`src/rtl/spi_echo_pkg.sv`:
```
`timescale 1ns/1ps
// Shared types for the echo-capable SPI slave.
// Assumes nothing beyond plain SystemVerilog packages.
package spi_echo_pkg;

    // Link configuration bundled for readability at the top level.
    typedef struct packed {
        logic cpol;
        logic cpha;
        logic wide;
        logic lsb_first;
    } spi_mode_t;

    // Frame length in bits for the selected width.
    function automatic int unsigned frame_bits(input logic wide, input int unsigned wide_w,
                                               input int unsigned narrow_w);
        return wide ? wide_w : narrow_w;
    endfunction

endpackage

```
`src/rtl/spi_echo_sync.sv`:
```
`timescale 1ns/1ps
// Multi-bit flip-flop chain synchronizer.
// Each bit is an independent asynchronous level; no bus coherence is assumed.
module spi_echo_sync #(
    parameter int unsigned W          = 3,
    parameter int unsigned STAGES     = 2,
    parameter logic [W-1:0] RST_VAL   = '0
) (
    input  logic         clk,
    input  logic         rst_n,
    input  logic [W-1:0] d_async,
    output logic [W-1:0] q_sync
);
    logic [W-1:0] chain [STAGES];

    // First stage captures the raw pins.
    always_ff @(posedge clk) begin
        if (!rst_n) chain[0] <= RST_VAL;
        else        chain[0] <= d_async;
    end

    generate
        for (genvar s = 1; s < STAGES; s++) begin : g_stage
            // Each further stage resamples the one before it.
            always_ff @(posedge clk) begin
                if (!rst_n) chain[s] <= RST_VAL;
                else        chain[s] <= chain[s-1];
            end
        end
    endgenerate

    assign q_sync = chain[STAGES-1];
endmodule

```
`src/rtl/spi_echo_edge.sv`:
```
`timescale 1ns/1ps
// Serial clock edge classifier.
// Turns the synchronized clock into sample and shift strobes for the mode.
// Assumes the clock is synchronized and slower than clk/4.
module spi_echo_edge (
    input  logic clk,
    input  logic rst_n,
    input  logic cpol,
    input  logic cpha,
    input  logic sck_s,
    output logic sample_pulse,
    output logic shift_pulse
);
    logic sck_q;
    logic rise, fall, lead, trail;

    // Delayed copy of the clock, used for edge detection.
    always_ff @(posedge clk) begin
        if (!rst_n) sck_q <= 1'b0;
        else        sck_q <= sck_s;
    end

    // Classify edges into first and second half of a cycle, then into roles.
    always_comb begin
        rise         = sck_s & ~sck_q;
        fall         = ~sck_s & sck_q;
        lead         = cpol ? fall : rise;
        trail        = cpol ? rise : fall;
        sample_pulse = cpha ? trail : lead;
        shift_pulse  = cpha ? lead  : trail;
    end
endmodule

```
`src/rtl/spi_echo_idle.sv`:
```
`timescale 1ns/1ps
// Select-fall detector and select-high timer.
// idle_ok is true once select has been high for cfg_idle_cnt clocks.
// The timer starts out saturated after reset, so the first frame counts as preceded by idle.
module spi_echo_idle #(
    parameter int unsigned IDLE_CW = 8
) (
    input  logic               clk,
    input  logic               rst_n,
    input  logic               sel_n_s,
    input  logic [IDLE_CW-1:0] cfg_idle_cnt,
    output logic               sel_fall,
    output logic               idle_ok
);
    logic               sel_q;
    logic [IDLE_CW-1:0] high_cnt;

    // Delayed select, used to find the asserting edge.
    always_ff @(posedge clk) begin
        if (!rst_n) sel_q <= 1'b1;
        else        sel_q <= sel_n_s;
    end

    // Saturating count of clocks with select deasserted, cleared while asserted.
    always_ff @(posedge clk) begin
        if (!rst_n)               high_cnt <= '1;
        else if (!sel_n_s)        high_cnt <= '0;
        else if (high_cnt != '1)  high_cnt <= high_cnt + 1'b1;
    end

    // Edge and threshold decode.
    always_comb begin
        sel_fall = sel_q & ~sel_n_s;
        idle_ok  = (high_cnt >= cfg_idle_cnt);
    end
endmodule

```
`src/rtl/spi_echo_core.sv`:
```
`timescale 1ns/1ps
// Shift engine: receive and transmit shift registers, bit counter and reload choice.
// Assumes the strobes come from synchronized inputs, and that mosi_s is aligned with them.
module spi_echo_core #(
    parameter int unsigned DATA_W   = 16,
    parameter int unsigned NARROW_W = 8,
    localparam int unsigned CNT_W   = $clog2(DATA_W + 1)
) (
    input  logic              clk,
    input  logic              rst_n,
    input  logic              wide,
    input  logic              lsb_first,
    input  logic              sel_active,
    input  logic              sel_fall,
    input  logic              idle_ok,
    input  logic              sample_pulse,
    input  logic              shift_pulse,
    input  logic              mosi_s,
    input  logic [DATA_W-1:0] tx_data,
    output logic              miso_bit,
    output logic [DATA_W-1:0] rx_data,
    output logic              rx_valid
);
    logic [DATA_W-1:0] tx_sh, rx_sh, last_rx, rx_next, mask, tx_shifted;
    logic [CNT_W-1:0]  bit_cnt, frame_len, last_idx;
    logic              frame_done;

    // Width-dependent decode and next-state values for both shifters.
    always_comb begin
        frame_len  = CNT_W'(spi_echo_pkg::frame_bits(wide, DATA_W, NARROW_W));
        last_idx   = frame_len - 1'b1;
        mask       = wide ? {DATA_W{1'b1}}
                          : {{(DATA_W-NARROW_W){1'b0}}, {NARROW_W{1'b1}}};
        if (lsb_first)
            rx_next = ((rx_sh >> 1) | ({{(DATA_W-1){1'b0}}, mosi_s} << last_idx)) & mask;
        else
            rx_next = ((rx_sh << 1) | {{(DATA_W-1){1'b0}}, mosi_s}) & mask;
        tx_shifted = lsb_first ? (tx_sh >> 1) : (tx_sh << 1);
        frame_done = sample_pulse && (bit_cnt == last_idx);
        miso_bit   = lsb_first ? tx_sh[0] : tx_sh[last_idx];
    end

    // Frame sequencing: load on select fall, sample, shift, and complete with reload.
    always_ff @(posedge clk) begin
        if (!rst_n) begin
            tx_sh    <= '0;
            rx_sh    <= '0;
            last_rx  <= '0;
            rx_data  <= '0;
            rx_valid <= 1'b0;
            bit_cnt  <= '0;
        end else begin
            rx_valid <= 1'b0;
            if (!sel_active) begin
                bit_cnt <= '0;
            end else if (sel_fall) begin
                tx_sh   <= (idle_ok ? tx_data : last_rx) & mask;
                rx_sh   <= '0;
                bit_cnt <= '0;
            end else if (frame_done) begin
                rx_data  <= rx_next;
                last_rx  <= rx_next;
                tx_sh    <= rx_next;
                rx_sh    <= '0;
                rx_valid <= 1'b1;
                bit_cnt  <= '0;
            end else if (sample_pulse) begin
                rx_sh   <= rx_next;
                bit_cnt <= bit_cnt + 1'b1;
            end else if (shift_pulse && bit_cnt != '0) begin
                tx_sh   <= tx_shifted;
            end
        end
    end
endmodule

```
`src/rtl/spi_echo_slave.sv`:
```
`timescale 1ns/1ps
// Top of the SPI slave with select-gated transmit reload.
// Pins are synchronized and edges are detected in clk. clk must be at least 4x the serial clock.
// miso_oe stands for the tristate control of the data-out pin.
module spi_echo_slave #(
    parameter int unsigned DATA_W      = 16,
    parameter int unsigned NARROW_W    = 8,
    parameter int unsigned IDLE_CW     = 8,
    parameter int unsigned SYNC_STAGES = 2
) (
    input  logic               clk,
    input  logic               rst_n,
    input  logic               cfg_cpol,
    input  logic               cfg_cpha,
    input  logic               cfg_wide,
    input  logic               cfg_lsb_first,
    input  logic [IDLE_CW-1:0] cfg_idle_cnt,
    input  logic [DATA_W-1:0]  tx_data,
    input  logic               sck_in,
    input  logic               mosi_in,
    input  logic               sel_n_in,
    output logic               miso_out,
    output logic               miso_oe,
    output logic [DATA_W-1:0]  rx_data,
    output logic               rx_valid
);
    import spi_echo_pkg::*;

    spi_mode_t mode;
    logic [2:0] pins_s;
    logic sck_sync, mosi_sync, sel_sync;
    logic sample_pulse, shift_pulse, sel_fall, idle_ok;

    // Gather the mode bits into one bundle.
    always_comb mode = '{cpol: cfg_cpol, cpha: cfg_cpha, wide: cfg_wide, lsb_first: cfg_lsb_first};

    spi_echo_sync #(.W(3), .STAGES(SYNC_STAGES), .RST_VAL(3'b100)) u_sync (
        .clk     (clk),
        .rst_n   (rst_n),
        .d_async ({sel_n_in, mosi_in, sck_in}),
        .q_sync  (pins_s)
    );

    // Split the synchronized pin vector.
    always_comb {sel_sync, mosi_sync, sck_sync} = pins_s;

    spi_echo_edge u_edge (
        .clk          (clk),
        .rst_n        (rst_n),
        .cpol         (mode.cpol),
        .cpha         (mode.cpha),
        .sck_s        (sck_sync),
        .sample_pulse (sample_pulse),
        .shift_pulse  (shift_pulse)
    );

    spi_echo_idle #(.IDLE_CW(IDLE_CW)) u_idle (
        .clk          (clk),
        .rst_n        (rst_n),
        .sel_n_s      (sel_sync),
        .cfg_idle_cnt (cfg_idle_cnt),
        .sel_fall     (sel_fall),
        .idle_ok      (idle_ok)
    );

    spi_echo_core #(.DATA_W(DATA_W), .NARROW_W(NARROW_W)) u_core (
        .clk          (clk),
        .rst_n        (rst_n),
        .wide         (mode.wide),
        .lsb_first    (mode.lsb_first),
        .sel_active   (~sel_sync),
        .sel_fall     (sel_fall),
        .idle_ok      (idle_ok),
        .sample_pulse (sample_pulse),
        .shift_pulse  (shift_pulse),
        .mosi_s       (mosi_sync),
        .tx_data      (tx_data),
        .miso_bit     (miso_out),
        .rx_data      (rx_data),
        .rx_valid     (rx_valid)
    );

    // The output is driven only while select is asserted.
    always_comb miso_oe = ~sel_sync;
endmodule

```
`config.mk`:
```
export PLATFORM = sky130hd
export DESIGN_NAME = spi_echo_slave
export DESIGN_NICKNAME = d
export VERILOG_FILES = /design/src/rtl/spi_echo_pkg.sv /design/src/rtl/spi_echo_sync.sv /design/src/rtl/spi_echo_edge.sv /design/src/rtl/spi_echo_idle.sv /design/src/rtl/spi_echo_core.sv /design/src/rtl/spi_echo_slave.sv
export SDC_FILE = /design/constraint.sdc
export NUM_CORES = 1
export LEC_CHECK = 0
export ABC_AREA = 0
export CORE_MARGIN = 2
export CORE_UTILIZATION = 44
export DETAILED_ROUTE_END_ITERATION = 8
export PLACE_DENSITY = 0.66
export SYNTH_ARGS = -nofsm -noshare
export SYNTH_HDL_FRONTEND = slang
export SYNTH_SLANG_ARGS = --single-unit
```
`constraint.sdc`:
```
create_clock -name clk -period 2.8 [get_ports clk]
set_clock_uncertainty 0.2 [all_clocks]
set_input_delay 0.7 -clock clk [delete_from_list [all_inputs] [get_ports clk]]
set_output_delay 0.7 -clock clk [all_outputs]
set_load 0.01 [all_outputs]
```
# Word level (Yosys, flattened, before mapping)

Memories as Yosys holds them, arrays and structs flattened.
Cells that the tools add are included.

Multiplexer cells: 26
$add $sub $neg: 3
Reductions and logical operators: 10
Bitwise logic cells: 15
Shifts and indexed selects: 1
$lt $le $gt $ge: 2
Equal/unequal tests: 4

Operator list:

| operator              | number |
|---|---|
| $mux W16              | 11 |
| $and A16 B16 Y16      | 3 |
| $mux W8               | 2 |
| $or A15 B16 Y16       | 1 |
| $or A16 B1 Y16        | 1 |
| $shl A1 B5 Y16        | 1 |
| $mux W1               | 9 |
| $add A8 B1 Y8 const B | 1 |
| $ge A8 B8 Y1          | 1 |
| $ne A8 B8 Y1 const B  | 1 |
| $mux W3               | 2 |
| $reduce_and A3 Y1     | 2 |
| $reduce_bool A3 Y1    | 2 |
| $add A5 B1 Y5 const B | 1 |
| $eq A5 B5 Y1          | 1 |
| $lt A5 B5 Y1 const B  | 1 |
| $mux W5               | 1 |
| $not A1 Y1            | 5 |
| $reduce_bool A5 Y1    | 1 |
| $sub A5 B1 Y5 const B | 1 |
| $bmux W1 S4           | 1 |
| $reduce_or A4 Y1      | 1 |
| $and A1 B1 Y1         | 3 |
| $ne A3 B3 Y1 const B  | 1 |
| 5 further kinds       | 7 |

Memory bits (writable): 6
Input bits: 33
Memories kept: 1
Logic and storage cells: 70
Register bits after elaboration: 64

Memories:

| name         | words | bits a word | rd ports | clocked after Yosys merged registers in | wr ports | RTL line            | text |
|---|---|---|---|---|---|---|---|
| u_sync.chain | 2     | 3           | 2        | 0                                       | 2        | spi_echo_sync.sv:14 | `logic [W-1:0] chain [STAGES];` |

# Longest topological paths before layout

Word-level depth: 9
Mapped depth: 9

# By module

Synthesis repeated with hierarchy kept, for this count alone.

Cell total of the unflattened synthesis: 451
Area total of the unflattened synthesis: 3809.9 um^2

Modules (own cells, without submodules):

| module         | times used | sequential area each (um^2) | cells each | area each (um^2) |
|---|---|---|---|---|
| spi_echo_core  | 1          | 1081.0                      | 361        | 2977.9 |
| spi_echo_idle  | 1          | 180.2                       | 70         | 595.6 |
| spi_echo_sync  | 1          | 120.1                       | 12         | 157.7 |
| spi_echo_edge  | 1          | 20.0                        | 7          | 75.1 |
| spi_echo_slave | 1          | 0.0                         | 1          | 3.8 |

# Least setup slack after synthesis

OpenSTA, ideal clock, no wires.

Path type: in2out
From: input cfg_lsb_first
To: output miso_out
Required time: 1.900 ns
Path slack: 0.085 ns
Buffers on the path: 3
Data arrival time: 1.815 ns
Cell stages on the path: 4
Cells stage by stage: buf_2 -> buf_2 -> buf_1 -> o21ai_0

Cells in the longest elaborated chain, start to end: 1

RTL lines:

| what        | RTL line             | text |
|---|---|---|
| from (decl) | spi_echo_slave.sv:16 | `input logic cfg_lsb_first,` |
| $mux W1     | spi_echo_core.sv:40  | `miso_bit = lsb_first ? tx_sh[0] : tx_sh[last_idx];` |
| to (decl)   | spi_echo_slave.sv:22 | `output logic miso_out,` |

No other way between the ends.

# Worst setup path after layout

From: input cfg_idle_cnt[2]
To: register u_core.tx_sh[8]

Cells in the longest elaborated chain, start to end: 4

RTL lines:

| what                 | RTL line             | text |
|---|---|---|
| from (decl)          | spi_echo_slave.sv:17 | `input logic [IDLE_CW-1:0] cfg_idle_cnt,` |
| $ge A8 B8 Y1         | spi_echo_idle.sv:34  | `idle_ok = (high_cnt >= cfg_idle_cnt);` |
| $mux W16             | spi_echo_core.sv:57  | `tx_sh <= (idle_ok ? tx_data : last_rx) & mask;` |
| $and A16 B16 Y16     | spi_echo_core.sv:57  |  |
| $mux W16             | spi_echo_core.sv:56  | `end else if (sel_fall) begin` |
| to (signal assigned) | spi_echo_core.sv:57  |  |
| to (signal assigned) | spi_echo_core.sv:63  | `tx_sh <= rx_next;` |
| to (signal assigned) | spi_echo_core.sv:71  | `tx_sh <= tx_shifted;` |
| to (decl)            | spi_echo_core.sv:24  | `logic [DATA_W-1:0] tx_sh, rx_sh, last_rx, rx_next, mask, tx_shifted;` |

No other way between the ends.
A chain may end at the register's enable or synchronous reset.

==> metrics.md <==
| Metric | Value |
|---|---|
| Final Cycle Share | `0.985` |
| Vias | `approximately 3,400` |
| Peak supply drop | `approximately 0.51 mV` |
| Nets@finish | `approximately 550` |
| Crit-path max FO | `12` |
| Layout cells sized above 1 | `0.124` |
| Global route total overflow | `0` |
| Pwr dens | `roughly 570 mW/mm^2` |
| GR Util All Layers | `0.213` |
| Most frequent cell after synthesis | `dfxtp_1` |
| Switching power | `about 0.82 mW` |
| Static Leak | `about 2 nW` |
| Comb power frac | `0.251` |
| Data required, critical path | `between 2000 and 3000 ps` |
| DP Wirelength | `~7000 um` |
| Clock share of power | `0.334` |
| EDFF count, synth | `0` |
| GP Congestion | `roughly 0.87` |
| Synth Area in Compound Gates | `0.224` |
| Bufs on Longest Clock Path | `2` |
| Status | `completed` |
| Sequential power share | `0.416` |
| Core area | `between 0.008 and 0.009 mm^2` |
| Simple-Gate Fraction of Synth Area | `0.202` |
| H-tree depth | `3` |
| Max-cap viol count | `0` |
| Largest cells by area after synthesis | `dfxtp_1, mux2i_1, o21ai_0, a21boi_0, nand2_1` |
| Final min period | `2760 ps` |
| Synthesis-stage register bit count | `70` |
| Path type of the worst min-delay path | `register to register` |
| Synth-to-Final Area Change | `27.6%` |
| DRC errors left | `0` |
| Ys async rst share | `0` |
| CTS tree | `built` |
| Fmax | `between 300 and 400 MHz` |
| Pin count of the biggest net entering global routing | `32` |
| First-pass DRT Iterations | `5` |
| Finish-stage setup viols | `0` |
| Total negative slack | `0 ps` |
| CTS sink count | `70` |
| I/O Buffers | `51` |
| Vias in the first global route | `3,207` |
| Crit start category | `primary input` |
| Leading area contributor after synthesis | `dfxtp_1` |
| Worst EP arrival | `2780 ps` |
| Synth cell count leaders | `dfxtp_1, o21ai_0, nand2_1` |
| Final wirelength | `around 10000 um` |
| Die Ht | `96.7 um` |
| Yosys warning count | `0` |
| Main combinational cell family by area after synthesis | `compound AO/OA/AOI/OAI gates` |
| CTS Root Cell | `clkbuf_8` |
| Critical Path End Type | `register` |
| Hold Violations, Final | `0` |
| Post-synthesis xor/xnor area fraction | `0.0205` |
| Global-route wire length before repair | `approximately 16,000 um` |
| Antenna Nets Post-Route | `0` |
| Actual slew at the worst max-slew pin | `roughly 770 ps` |
| Synthesized cell area | `0.00378 mm^2` |
| Antenna Diode Count | `0` |
| Sw frac | `0.300` |
| Ys flop type | `dfxtp_1` |
| Skew-Pair Late Insertion Delay | `around 340 ps` |
| Via/cell ratio | `5.61` |
| Power consumption | `about 2.7 mW` |
| Row cnt | `33` |
| Slew Limit Fails | `0` |
| Register area share after synthesis | `0.370` |
| R2R setup slack | `around 400 ps` |
| Syn Nets | `between 400 and 500` |
| Yosys top cell area share | `0.370` |
| DR iter-0 viols | `between 150 and 200` |
| Die width | `around 97 um` |
| Synthesized-area fraction occupied by adder cells | `0.0364` |
| Antenna violations before repair | `0` |
| Synth Instances | `approximately 450` |
| Avg WL per Cell | `16.3 um` |
| Synthesized area per cell | `approximately 8.5 um^2` |
| Full die area | `a little over 0.009 mm^2` |
| Num CTS Buffers | `9` |
| IO Pins | `52` |
| Mux contribution to synthesized area | `0.0952` |
| P_int | `between 1.5 and 2 mW` |
| Slew Limit Headroom | `0.487` |
| Crit path kind | `primary input to register` |
| Initial Utilization | `0.458` |
| Reg clk slew, reported paths | `around 80 ps` |
| Unique masters post-synth | `45` |
[sequential cells by signal, indices dropped and copies added (netlist names)]
| name | flops |
|---|---|
| u_core.rx_data | 16 |
| u_core.rx_sh | 16 |
| u_core.tx_sh | 16 |
| u_idle.high_cnt | 8 |
| u_sync.chain | 6 |
| u_core.bit_cnt | 5 |
| u_core.rx_valid | 1 |
| u_edge.sck_q | 1 |
| u_idle.sel_q | 1 |
[path summary, 6_finish.rpt]
check / startpoint / endpoint / cells after the start
max: cfg_idle_cnt[2] / u_core.tx_sh[8]$_SDFFE_PN0P_ / 11
min: u_sync.chain[0][2]$_SDFF_PN1_ / u_sync.chain[1][2]$_SDFF_PN1_ / 1
max reg2reg: u_idle.high_cnt[1]$_SDFFE_PN1P_ / u_core.tx_sh[8]$_SDFFE_PN0P_ / 9
min reg2reg: u_sync.chain[0][2]$_SDFF_PN1_ / u_sync.chain[1][2]$_SDFF_PN1_ / 1
[layout by cell type, fill, tap and decap left out, types with 3 or more instances in the layout]
cell type,Yosys,routed
dfxtp_1,70,70
clkdlybuf4s50_1,0,48
nand2_1,39,39
o21ai_0,43,37
nor2_1,32,32
mux2i_1,27,27
a21boi_0,21,21
nor2b_1,19,19
and3_1,19,18
buf_4,0,18
a31oi_1,16,16
a22oi_1,16,16
inv_1,15,14
o211ai_1,14,14
ha_1,11,10
clkbuf_8,0,10
and2_1,7,7
a21oi_1,6,6
nand2b_1,6,6
o21ai_1,0,6
nand3_1,6,6
mux2_2,6,6
nor3b_1,6,6
xor2_1,5,5
a21boi_1,5,5
buf_6,1,5
nand4_1,3,3
buf_12,0,3
[stage by stage]
stage / cell area, um^2 / hold slack [ps] / setup WS [ps] / util / std cells
6_report: 4830 / 213 / 42.4 / 0.585 / 612
5_1_grt: 4830 / 241 / -75.6 / 0.585 / 612
4_1_cts: 4740 / 212 / -3.20 / 0.574 / 608
3_5_place_dp: 4490 / 194 / -484 / 0.543 / 591
3_3_place_gp: 4490 / 191 / -473 / 0.543 / 591
2_1_floorplan: 3780 / 186 / 84.6 / - / 445
[critical path: stages]
cell	delay, ps
clkdlybuf4s50_1	450
inv_1	40
ha_1	320
a31oi_1	170
nor2b_1	90
o311ai_4	280
buf_6	180
buf_8	130
a21boi_0	120
o21ai_1	190
a31oi_1	110
[cell families (layout without fill, tap and decap cells)]
kind of cell,count (synthesis),after routing
simple gates,145,145
compound gates,130,130
flops,70,70
mux,34,34
fa+ha+maj,11,11
xor+xnor,8,8
buf+inv,47,109
[power by group through the flow]
| stage | Clock [mW] | Sequential (mW) | Combinational (mW) |
|---|---|---|---|
| 5_1_grt | 0.982 | 1.15 | 0.774 |
| 6_report | 0.913 | 1.14 | 0.685 |
| 4_1_cts | 0.930 | 1.13 | 0.643 |
| 3_3_place_gp | 0 | 1.15 | 0.594 |
| 3_5_place_dp | 0 | 1.16 | 0.612 |
| 2_1_floorplan | 0 | 1.13 | 0.432 |
[routing by layer]
metal | part of all wire | track usage | vias to the layer above
li1 | - | - | 1700
met1 | 0.48 | 0.308 | 1614
met2 | 0.45 | 0.322 | 104
met3 | 0.049 | 0.0340 | 16
met4 | 0.019 | 0.0748 | 0
met5 | 0 | 0 | -
[final cells by class]
| cell class | count | area [um^2] |
|---|---|---|
| inverter | 15 | 56.3 |
| fill | 765 | 3430 |
| clock inverter | 6 | 85.1 |
| timing repair buffer | 78 | 773 |
| clock buffer | 10 | 138 |
| tap | 105 | 131 |
| sequential | 70 | 1400 |
| multi-input combinational | 328 | 2240 |
[timing repair]
item                       4_1_cts  5_1_grt
hold buffers                     0        0
setup endpoints to repair       29       29
buffers inserted                 0        3
pin swaps                        1       11
hold endpoints to repair         0        0
cloned                           1        1
gates resized for setup          7       18
No activity file was read; power rests on OpenSTA's default activity.
